<file path="config.mk">
export PLATFORM = sky130hd
export DESIGN_NAME = pic_cmd_port
export DESIGN_NICKNAME = d
export VERILOG_FILES = /design/src/rtl/pic_cmd_pkg.sv /design/src/rtl/pic_rot_pick.sv /design/src/rtl/pic_init_seq.sv /design/src/rtl/pic_ocw_dec.sv /design/src/rtl/pic_cmd_port.sv
export SDC_FILE = /design/constraint.sdc
export NUM_CORES = 1
export LEC_CHECK = 0
export ABC_AREA = 1
export BUFFER_PORTS_ARGS = -buffer_cell sky130_fd_sc_hd__buf_2
export CELL_PAD_IN_SITES_DETAIL_PLACEMENT = 0
export CELL_PAD_IN_SITES_GLOBAL_PLACEMENT = 1
export CORE_MARGIN = 10
export CORE_UTILIZATION = 34
export CTS_BUF_LIST = sky130_fd_sc_hd__clkbuf_16
export DETAILED_ROUTE_END_ITERATION = 7
export HOLD_SLACK_MARGIN = 0.15
export PLACE_DENSITY = 0.82
export REMOVE_ABC_BUFFERS = 1
export SLEW_MARGIN = 10
export SYNTH_ARGS = -nofsm -noshare
export SYNTH_HDL_FRONTEND = slang
export SYNTH_SLANG_ARGS = --single-unit
</file>
<file path="constraint.sdc">
create_clock -name clk_i -period 2.6 [get_ports clk_i]
set_input_delay 0.39 -clock clk_i [delete_from_list [all_inputs] [get_ports clk_i]]
set_output_delay 0.39 -clock clk_i [all_outputs]
set_load 0.05 [all_outputs]
</file>
<file path="src/rtl/pic_cmd_pkg.sv">
package pic_cmd_pkg;
  localparam int DW = 8;

  typedef enum logic [1:0] {
    ST_RUN  = 2'd0,
    ST_VEC  = 2'd1,
    ST_CASC = 2'd2,
    ST_MODE = 2'd3
  } cfg_st_e;

  typedef enum logic [2:0] {
    OP_ROT_OFF = 3'd0,
    OP_NS_EOI  = 3'd1,
    OP_NOP     = 3'd2,
    OP_SP_EOI  = 3'd3,
    OP_ROT_ON  = 3'd4,
    OP_NS_ROT  = 3'd5,
    OP_SET_PRI = 3'd6,
    OP_SP_ROT  = 3'd7
  } op_code_e;
endpackage

</file>
<file path="src/rtl/pic_rot_pick.sv">
module pic_rot_pick #(
  parameter int NL = 8,
  parameter int LW = $clog2(NL)
) (
  input  logic [NL-1:0] req_i,
  input  logic [LW-1:0] base_i,
  output logic          hit_o,
  output logic [LW-1:0] line_o
);
  // walk from lowest to highest priority so the last hit wins
  always_comb begin
    logic [LW-1:0] idx;
    hit_o  = 1'b0;
    line_o = '0;
    for (int k = NL - 1; k >= 0; k--) begin
      idx = base_i + LW'(k);
      if (req_i[idx]) begin
        hit_o  = 1'b1;
        line_o = idx;
      end
    end
  end
endmodule

</file>
<file path="src/rtl/pic_init_seq.sv">
module pic_init_seq
  import pic_cmd_pkg::*;
#(
  parameter int LW  = 3,
  parameter int VBW = DW - LW
) (
  input  logic           clk_i,
  input  logic           rst_ni,
  input  logic           init_i,
  input  logic           wr1_i,
  input  logic [DW-1:0]  wdata_i,
  output logic [VBW-1:0] vec_base_o,
  output logic           nested_o,
  output logic           aeoi_o,
  output logic           cfg_err_o,
  output logic           busy_o,
  output logic           mask_we_o
);
  cfg_st_e st_q;
  logic    want4_q;
  logic    unused_bit;

  assign unused_bit = wdata_i[2];
  assign busy_o     = (st_q != ST_RUN);
  assign mask_we_o  = wr1_i && (st_q == ST_RUN);

  always_ff @(posedge clk_i or negedge rst_ni) begin
    if (!rst_ni) begin
      st_q       <= ST_RUN;
      want4_q    <= 1'b0;
      vec_base_o <= '0;
      nested_o   <= 1'b0;
      aeoi_o     <= 1'b0;
      cfg_err_o  <= 1'b0;
    end else if (init_i) begin
      st_q       <= ST_VEC;
      want4_q    <= wdata_i[0];
      vec_base_o <= '0;
      nested_o   <= 1'b0;
      aeoi_o     <= 1'b0;
      if (wdata_i[1] || wdata_i[3]) cfg_err_o <= 1'b1;
    end else if (wr1_i) begin
      unique case (st_q)
        ST_VEC: begin
          vec_base_o <= wdata_i[DW-1:LW];
          st_q       <= ST_CASC;
        end
        ST_CASC: st_q <= want4_q ? ST_MODE : ST_RUN;
        ST_MODE: begin
          nested_o <= wdata_i[4];
          aeoi_o   <= wdata_i[1];
          st_q     <= ST_RUN;
        end
        default: st_q <= ST_RUN;
      endcase
    end
  end
endmodule

</file>
<file path="src/rtl/pic_ocw_dec.sv">
module pic_ocw_dec
  import pic_cmd_pkg::*;
#(
  parameter int NL = 8,
  parameter int LW = $clog2(NL)
) (
  input  logic          clk_i,
  input  logic          rst_ni,
  input  logic          init_i,
  input  logic          cmd_we_i,
  input  logic [DW-1:0] wdata_i,
  input  logic [NL-1:0] isr_i,
  input  logic          poll_rd_i,
  output logic [LW-1:0] prio_base_o,
  output logic          rot_aeoi_o,
  output logic          read_sel_o,
  output logic          smm_o,
  output logic          poll_o,
  output logic [NL-1:0] clr_o
);
  logic          mode_we, op_we, hit;
  logic [LW-1:0] top_line, arg_line, base_nxt;
  op_code_e      op;
  logic          unused_bit;

  assign unused_bit = wdata_i[4];
  assign mode_we    = cmd_we_i && wdata_i[3];
  assign op_we      = cmd_we_i && !wdata_i[3];
  assign op         = op_code_e'(wdata_i[7:5]);
  assign arg_line   = wdata_i[LW-1:0];

  pic_rot_pick #(.NL(NL), .LW(LW)) u_pick (
    .req_i  (isr_i),
    .base_i (prio_base_o),
    .hit_o  (hit),
    .line_o (top_line)
  );

  always_comb begin
    clr_o    = '0;
    base_nxt = prio_base_o;
    if (op_we) begin
      unique case (op)
        OP_NS_EOI: if (hit) clr_o[top_line] = 1'b1;
        OP_NS_ROT: if (hit) begin
          clr_o[top_line] = 1'b1;
          base_nxt        = top_line + LW'(1);
        end
        OP_SP_EOI:  clr_o[arg_line] = 1'b1;
        OP_SET_PRI: base_nxt = arg_line + LW'(1);
        OP_SP_ROT: begin
          clr_o[arg_line] = 1'b1;
          base_nxt        = arg_line + LW'(1);
        end
        default: ;
      endcase
    end
  end

  always_ff @(posedge clk_i or negedge rst_ni) begin
    if (!rst_ni) begin
      prio_base_o <= '0;
      rot_aeoi_o  <= 1'b0;
      read_sel_o  <= 1'b0;
      smm_o       <= 1'b0;
      poll_o      <= 1'b0;
    end else if (init_i) begin
      prio_base_o <= '0;
      rot_aeoi_o  <= 1'b0;
      read_sel_o  <= 1'b0;
      smm_o       <= 1'b0;
      poll_o      <= 1'b0;
    end else begin
      if (poll_rd_i) poll_o <= 1'b0;
      if (op_we) begin
        prio_base_o <= base_nxt;
        if (op == OP_ROT_OFF || op == OP_ROT_ON) rot_aeoi_o <= wdata_i[7];
      end
      if (mode_we) begin
        if (wdata_i[2]) poll_o     <= 1'b1;
        if (wdata_i[1]) read_sel_o <= wdata_i[0];
        if (wdata_i[6]) smm_o      <= wdata_i[5];
      end
    end
  end
endmodule

</file>
<file path="src/rtl/pic_cmd_port.sv">
module pic_cmd_port
  import pic_cmd_pkg::*;
#(
  parameter int NL  = 8,
  localparam int LW  = $clog2(NL),
  localparam int VBW = DW - LW
) (
  input  logic           clk_i,
  input  logic           rst_ni,
  input  logic           wr_i,
  input  logic           rd_i,
  input  logic           addr_i,
  input  logic [DW-1:0]  wdata_i,
  output logic [DW-1:0]  rdata_o,
  input  logic [NL-1:0]  irr_i,
  input  logic [NL-1:0]  isr_i,
  input  logic           res_valid_i,
  input  logic [LW-1:0]  res_line_i,
  output logic [NL-1:0]  imr_o,
  output logic [VBW-1:0] vec_base_o,
  output logic [LW-1:0]  prio_base_o,
  output logic [NL-1:0]  isr_clr_o,
  output logic [NL-1:0]  irr_clr_o,
  output logic           init_o,
  output logic           busy_o,
  output logic           nested_o,
  output logic           aeoi_o,
  output logic           rot_aeoi_o,
  output logic           read_sel_o,
  output logic           smm_o,
  output logic           poll_o,
  output logic           cfg_err_o
);
  logic          wr_eff, init_w, cmd_we, wr1, mask_we, poll_rd;
  logic [NL-1:0] cmd_clr, poll_clr;
  logic [DW-1:0] rd_val;

  // read wins a strobe collision
  assign wr_eff  = wr_i && !rd_i;
  assign init_w  = wr_eff && !addr_i && wdata_i[4];
  assign cmd_we  = wr_eff && !addr_i && !wdata_i[4];
  assign wr1     = wr_eff && addr_i;
  assign poll_rd = rd_i && poll_o;

  pic_init_seq #(.LW(LW), .VBW(VBW)) u_init (
    .clk_i      (clk_i),
    .rst_ni     (rst_ni),
    .init_i     (init_w),
    .wr1_i      (wr1),
    .wdata_i    (wdata_i),
    .vec_base_o (vec_base_o),
    .nested_o   (nested_o),
    .aeoi_o     (aeoi_o),
    .cfg_err_o  (cfg_err_o),
    .busy_o     (busy_o),
    .mask_we_o  (mask_we)
  );

  pic_ocw_dec #(.NL(NL), .LW(LW)) u_ocw (
    .clk_i       (clk_i),
    .rst_ni      (rst_ni),
    .init_i      (init_w),
    .cmd_we_i    (cmd_we),
    .wdata_i     (wdata_i),
    .isr_i       (isr_i),
    .poll_rd_i   (poll_rd),
    .prio_base_o (prio_base_o),
    .rot_aeoi_o  (rot_aeoi_o),
    .read_sel_o  (read_sel_o),
    .smm_o       (smm_o),
    .poll_o      (poll_o),
    .clr_o       (cmd_clr)
  );

  for (genvar g = 0; g < NL; g++) begin : g_poll_clr
    assign poll_clr[g] = poll_rd && res_valid_i && (res_line_i == LW'(g));
  end

  always_comb begin
    if (poll_o)       rd_val = res_valid_i ? DW'(res_line_i) : DW'(NL - 1);
    else if (addr_i)  rd_val = DW'(imr_o);
    else if (read_sel_o) rd_val = DW'(isr_i);
    else              rd_val = DW'(irr_i);
  end

  always_ff @(posedge clk_i or negedge rst_ni) begin
    if (!rst_ni) begin
      imr_o     <= '0;
      rdata_o   <= '0;
      isr_clr_o <= '0;
      irr_clr_o <= '0;
      init_o    <= 1'b0;
    end else begin
      init_o    <= init_w;
      isr_clr_o <= cmd_clr | poll_clr;
      irr_clr_o <= poll_clr;
      if (rd_i) rdata_o <= rd_val;
      if (init_w)       imr_o <= '0;
      else if (mask_we) imr_o <= wdata_i[NL-1:0];
    end
  end
endmodule

</file>
* Word level (Yosys, flattened, before mapping)
Index checks and enable logic that the tools add are counted.
** Word-level totals
- Output and inout port bits :: 49
- Flip-flop bits (word level) :: 51
- Logic and storage cells :: 180
- Bits of input ports :: 33
** Cells by class
- Eq/ne operators :: 17
- Bitwise logic cells :: 1
- Add/sub/neg operators :: 9
- Magnitude comparators :: 12
- Reduce and logical (&&, ||, !) cells :: 50
- Muxes and demuxes :: 75
** Operator list (number)
- 2-to-1 mux 8 bit :: 7
- less-than comparator 3 x 4 -> 1 bit (second input constant) :: 10
- 2-to-1 mux 1 bit :: 37
- 2-to-1 mux 3 bit :: 12
- binary-select mux 1 bit (select 3 bit) :: 8
- equality test 3 bit (second input constant) :: 8
- logical AND 1 bit :: 20
- nonzero test 2 bit :: 10
- one-hot mux 8 bit (2 select lines) :: 1
- 2-to-1 mux 5 bit :: 3
- adder 3 bit (second input constant) :: 4
- AND reduction 2 bit :: 6
- adder 3 x 1 -> 3 bit (second input constant) :: 3
- equality test 3 x 2 -> 1 bit (second input constant) :: 3
- bitwise OR 8 bit :: 1
- adder 3 x 2 -> 3 bit (second input constant) :: 2
- demux 1 bit (select 3 bit) :: 2
- equality test 3 x 1 -> 1 bit (second input constant) :: 2
- >= comparator 3 x 1 -> 1 bit (second input constant) :: 2
- logical NOT 3 bit :: 2
- 2-to-1 mux 2 bit :: 3
- one-hot mux 3 bit (2 select lines) :: 1
- OR reduction 2 bit :: 3
- equality test 2 bit (second input constant) :: 2
- other kinds (8) :: 12

* Logic depth before layout (Yosys ltp)
- Word-level depth :: 19
- Depth in mapped cells :: 23
- Depth with buffers taken out :: 22

* Hierarchy
From an unflattened synthesis, not the netlist that was laid out.
** Second synthesis, totals
- Cells, all modules :: 480
- Area, all modules :: 3389.5 µm²
** By module, submodules not included
- pic_cmd_port :: area each 1490.2 µm², cells each 190, instances 1, sequential area each 825.8 µm²
- pic_rot_pick :: area each 739.5 µm², cells each 122, instances 1, sequential area each 0.0 µm²
- pic_ocw_dec :: area each 631.9 µm², cells each 108, instances 1, sequential area each 175.2 µm²
- pic_init_seq :: area each 528.0 µm², cells each 60, instances 1, sequential area each 275.3 µm²

* Worst setup path after synthesis
Ideal clock, no wire load.
- Path type :: reg-to-reg
- Start point :: reg u_ocw.prio_base_o[1]
- End point :: reg u_ocw.prio_base_o[1]
- Clock period less this slack :: 2896 ps
- Cell stages (with the launch flop) :: 21
- Buffers on the path :: 2
- Path slack :: -296 ps
- Arrival :: 2775 ps
- Setup time :: 121 ps
- Data required time :: 2479 ps
- Path through :: dfrtp_1 -> buf_6 -> inv_4 -> ha_1 -> buf_2 -> inv_2 -> nand3_1 -> nand3_2 -> nand2_2 -> inv_2 -> nor2_1 -> nand2_1 -> nand3_1 -> nand2_1 -> nand2_1 -> nand2_1 -> nand2_2 -> nand2_2 -> o21ai_0 -> ha_1 -> a22o_1
** Between the ends
- Word-level cells in the longest chain between the ends :: 16
- Elaborated cells on any way between the ends :: 46
- Classes of those cells :: 8 x add/sub; 1 x eq/ne; 36 x mux; 1 x reduce/logical
** Ends and longest elaborated chain
- from (decl) :: RTL line pic_ocw_dec.sv:14 : output logic [LW-1:0] prio_base_o,
- from (signal assigned) :: RTL line pic_ocw_dec.sv:76 : prio_base_o <= base_nxt;
- adder 3 bit :: RTL line pic_rot_pick.sv:16 : idx = base_i + LW'(k);
- binary-select mux 1 bit (select 3 bit) :: RTL line pic_rot_pick.sv:17 : if (req_i[idx]) begin
- 2-to-1 mux 1 bit (not written as such) :: RTL line pic_rot_pick.sv:17
- 2-to-1 mux 3 bit (8 in series) :: RTL line pic_rot_pick.sv:17
- adder 3 x 1 -> 3 bit :: RTL line pic_ocw_dec.sv:47 : base_nxt = top_line + LW'(1);
- 2-to-1 mux 3 bit :: RTL line pic_ocw_dec.sv:45 : OP_NS_ROT: if (hit) begin
- one-hot mux 3 bit (2 select lines) :: RTL line pic_ocw_dec.sv:43 : unique case (op)
- 2-to-1 mux 3 bit :: RTL line pic_ocw_dec.sv:75 : if (op_we) begin
- 2-to-1 mux 3 bit :: RTL line pic_ocw_dec.sv:67 : end else if (init_i) begin
Parallel ways exist; a longest one is shown, timed or not. The select of a mux whose other input is x is not followed.
A chain may end at the register's enable or synchronous reset.

* Final worst setup path
Same ends and word-level chain as after synthesis.

==> metrics.txt <==
Skew-Pair Late Insertion Delay=0.29 ns; post-synthesis cell count=443; clock sink count=just over 50; vias in the first global route=3,214; Yosys reg bits=51; fin. max-slew vios=0; Seq/Total Area, Yosys=0.394; via count=3,222; Die Y=118 um; warnings from Yosys=0; H-tree depth=2; Port Buf Inserts=81; crit path time final=2.39 ns; Setup crit end kind=register; chip width=118 um; Hold-fix buffers, CTS=0; CP arrival=2.57 ns; first-pass GRT wire length=~16,000 um; CP most frequent cell=nand2_1; Design Area, Final=0.00409 mm^2; Layout area overhead=26.2%; Crit path max-delay family=simple AND/OR/NAND/NOR gates; DRC=0; placed inst area=0.00381 mm^2; LEAKAGE=2.23 nW; gr ovfl total=0; r2r setup slk=0.21 ns; Global Route Usage Sum=0.140; PwrDens=784 mW/mm^2; Rel. slew slack=0.436; WL/cell=approximately 15 um; utilization after layout=0.441; max-cap check violation count=0; setup ws final=0.208 ns; CP Class=register to register; Worst-path clk slew=0.06 ns; worst-path maximum fanout=6; length of the first detailed-routing pass in iterations=4; num ports=82; Core Area=0.00928 mm^2; Post-DRT Antenna Nets=0; dpl ws=-0.00783 ns; non-filler instance count after layout=673; Crit path depth=18; starting DRC count in detailed routing=124; critical-path cell list=inv_4 -> ha_4 -> inv_2 -> nand3_1 -> nand3_2 -> nand2_2 -> inv_2 -> nor2_1 -> nand2_1 -> nand3_1 -> nand2_1 -> nand2_1 -> nand2_1 -> nand2_2 -> nand2_4 -> o21ai_2 -> ha_1 -> a22o_1; # nets final=583; ant diodes=0; slowest CP cell=dfrtp_1; initial antenna violation count=0; dpl hpwl=between 7000 and 8000 um; Placer Congestion=~0.88; CTS tree=yes; CP Launch Type=register; clk root buf=clkbuf_16; Worst R2R Start=u_ocw.prio_base_o[1]; cell area after synthesis=0.00324 mm^2; critical path launch point=u_ocw.prio_base_o[1]; FF-to-FF path depth=18; library cells used by synthesis=33; Least-Margin Pin Slew=0.846 ns; worst min path class=primary input to asynchronous set/reset pin; cell row count=35; Max Buffers Root-to-Sink=2; layout cells sized above 1=0.322; final hold violations=0; synthesized area per cell=7.32 um^2; Crit path buffers/inverters=3; RSZ-0062 raised after global routing=false; f_max=around 0.42 GHz; VDD IR-drop max=0.000405 V; Vias/cell=4.79; TritonCTS buffer count=5; Clock Skews=0.00513 ns; Initial Util=0.349; period utilization=0.920; die area=0.0138 mm^2; CP Capture Point=u_ocw.prio_base_o[1]; Final Setup Violations=0; Worst path max stage delay=a little over 0.4 ns; Pwr Total=3.21 mW; CP Data Required Time=2.78 ns; placed cell count=652; DRT Wirelength=9880 um; largest net degree at the start of global routing=38; status=completed; worst reg2reg endpoint=u_ocw.prio_base_o[1]
timing repair:
action	4_1_cts	5_1_grt
endpoints found under the setup margin	1	2
pin swaps	0	1
setup buffers	0	13
resized for setup	1	9
endpoints found under the hold margin	0	0
sequential cells by signal (all words and copies together), names as in the netlist, 2 cells and up:
| name | cells |
|---|---|
| irr_clr_o | 8 |
| u_init.st_q | 2 |
| u_ocw.prio_base_o | 3 |
| isr_clr_o | 8 |
| u_init.vec_base_o | 5 |
| rdata_o | 8 |
| imr_o | 8 |
layout make-up:
class	count	area (um^2)
fill	996	5190
multi-input combinational	315	1680
sequential	51	1280
timing repair buffer	103	582
inverter	67	256
tap	129	161
clock buffer	5	125
clock inverter	3	15.0
placed cells by master (no fill, tap or decap), drive strengths merged, types with 5 or more instances in the layout:
cell type	netlist	final
clkbuf	6	5
dfrtp	51	51
buf	4	103
nand3	53	53
a21oi	16	16
nor3	5	5
nor2	37	37
ha	7	7
a32o	6	6
inv	65	65
o21ai	26	26
nand2	149	149
synth_stat cells (all sizes together):
cell / count / area share
a21oi: 16 / 0.026
a22o: 1 / 0.0027
a31oi: 1 / 0.0019
a32o: 6 / 0.019
buf: 4 / 0.012
clkbuf: 6 / 0.0069
clkinv: 2 / 0.0023
dfrtp: 51 / 0.39
ha: 7 / 0.027
inv: 65 / 0.077
nand2: 149 / 0.19
nand3: 53 / 0.11
nand4: 1 / 0.0019
nor2: 37 / 0.044
nor3: 5 / 0.0093
o211ai: 3 / 0.0069
o21ai: 26 / 0.041
o21bai: 3 / 0.0069
o22ai: 1 / 0.0019
o31ai: 2 / 0.0046
o32ai: 1 / 0.0027
or2: 2 / 0.0039
xnor2: 1 / 0.0085
how the worst min path moves through the flow:
stage	slack (ns)	to	depth (start not counted)	from
floorplan	0.09	imr_o[0]	0	rst_ni
global placement	0.45	u_init.vec_base_o[0]	2	u_init.vec_base_o[0]
detailed placement	0.46	u_init.vec_base_o[0]	2	u_init.vec_base_o[0]
CTS	0.24	isr_clr_o[6]	1	rst_ni
global route	0.28	u_init.want4_q	1	rst_ni
finish	0.21	isr_clr_o[6]	1	rst_ni
cell families (layout without fill, tap and decap cells):
| group | after synthesis | after routing | synth area share |
|---|---|---|---|
| and+or+nand+nor | 247 | 247 | 0.359 |
| buffers and inverters | 77 | 178 | 0.0980 |
| AOI/OAI and AO/OA | 60 | 60 | 0.113 |
| DFF | 51 | 51 | 0.394 |
| adders and majority gates | 7 | 7 | 0.0270 |
| xor gates and xnor gates | 1 | 1 | 0.00849 |
through the flow:
step	hold WS (ns)	setup TNS, ns
2_1_floorplan	0.0944	-2.23
3_3_place_gp	0.454	0
3_5_place_dp	0.463	-0.00783
4_1_cts	0.240	0
5_1_grt	0.283	0
6_report	0.205	0
routing by layer:
layer | vias up | GRT usage | wire length (um)
met4 | 0 | 0.0286 | 82
li1 | 1611 | - | -
met1 | 1517 | 0.182 | 4440
met5 | - | 0 | 0
met3 | 9 | 0.0350 | 643
met2 | 85 | 0.228 | 4710
power breakdown:
| group | internal, mW | leakage, nW | switching (mW) |
|---|---|---|---|
| Sequential | 0.908 | 0.660 | 0.0872 |
| Combinational | 0.476 | 1.50 | 1.10 |
| Clock | 0.350 | 0.0649 | 0.284 |
| Total | 1.73 | 2.23 | 1.47 |
No activity file was read; power rests on OpenSTA's default activity.
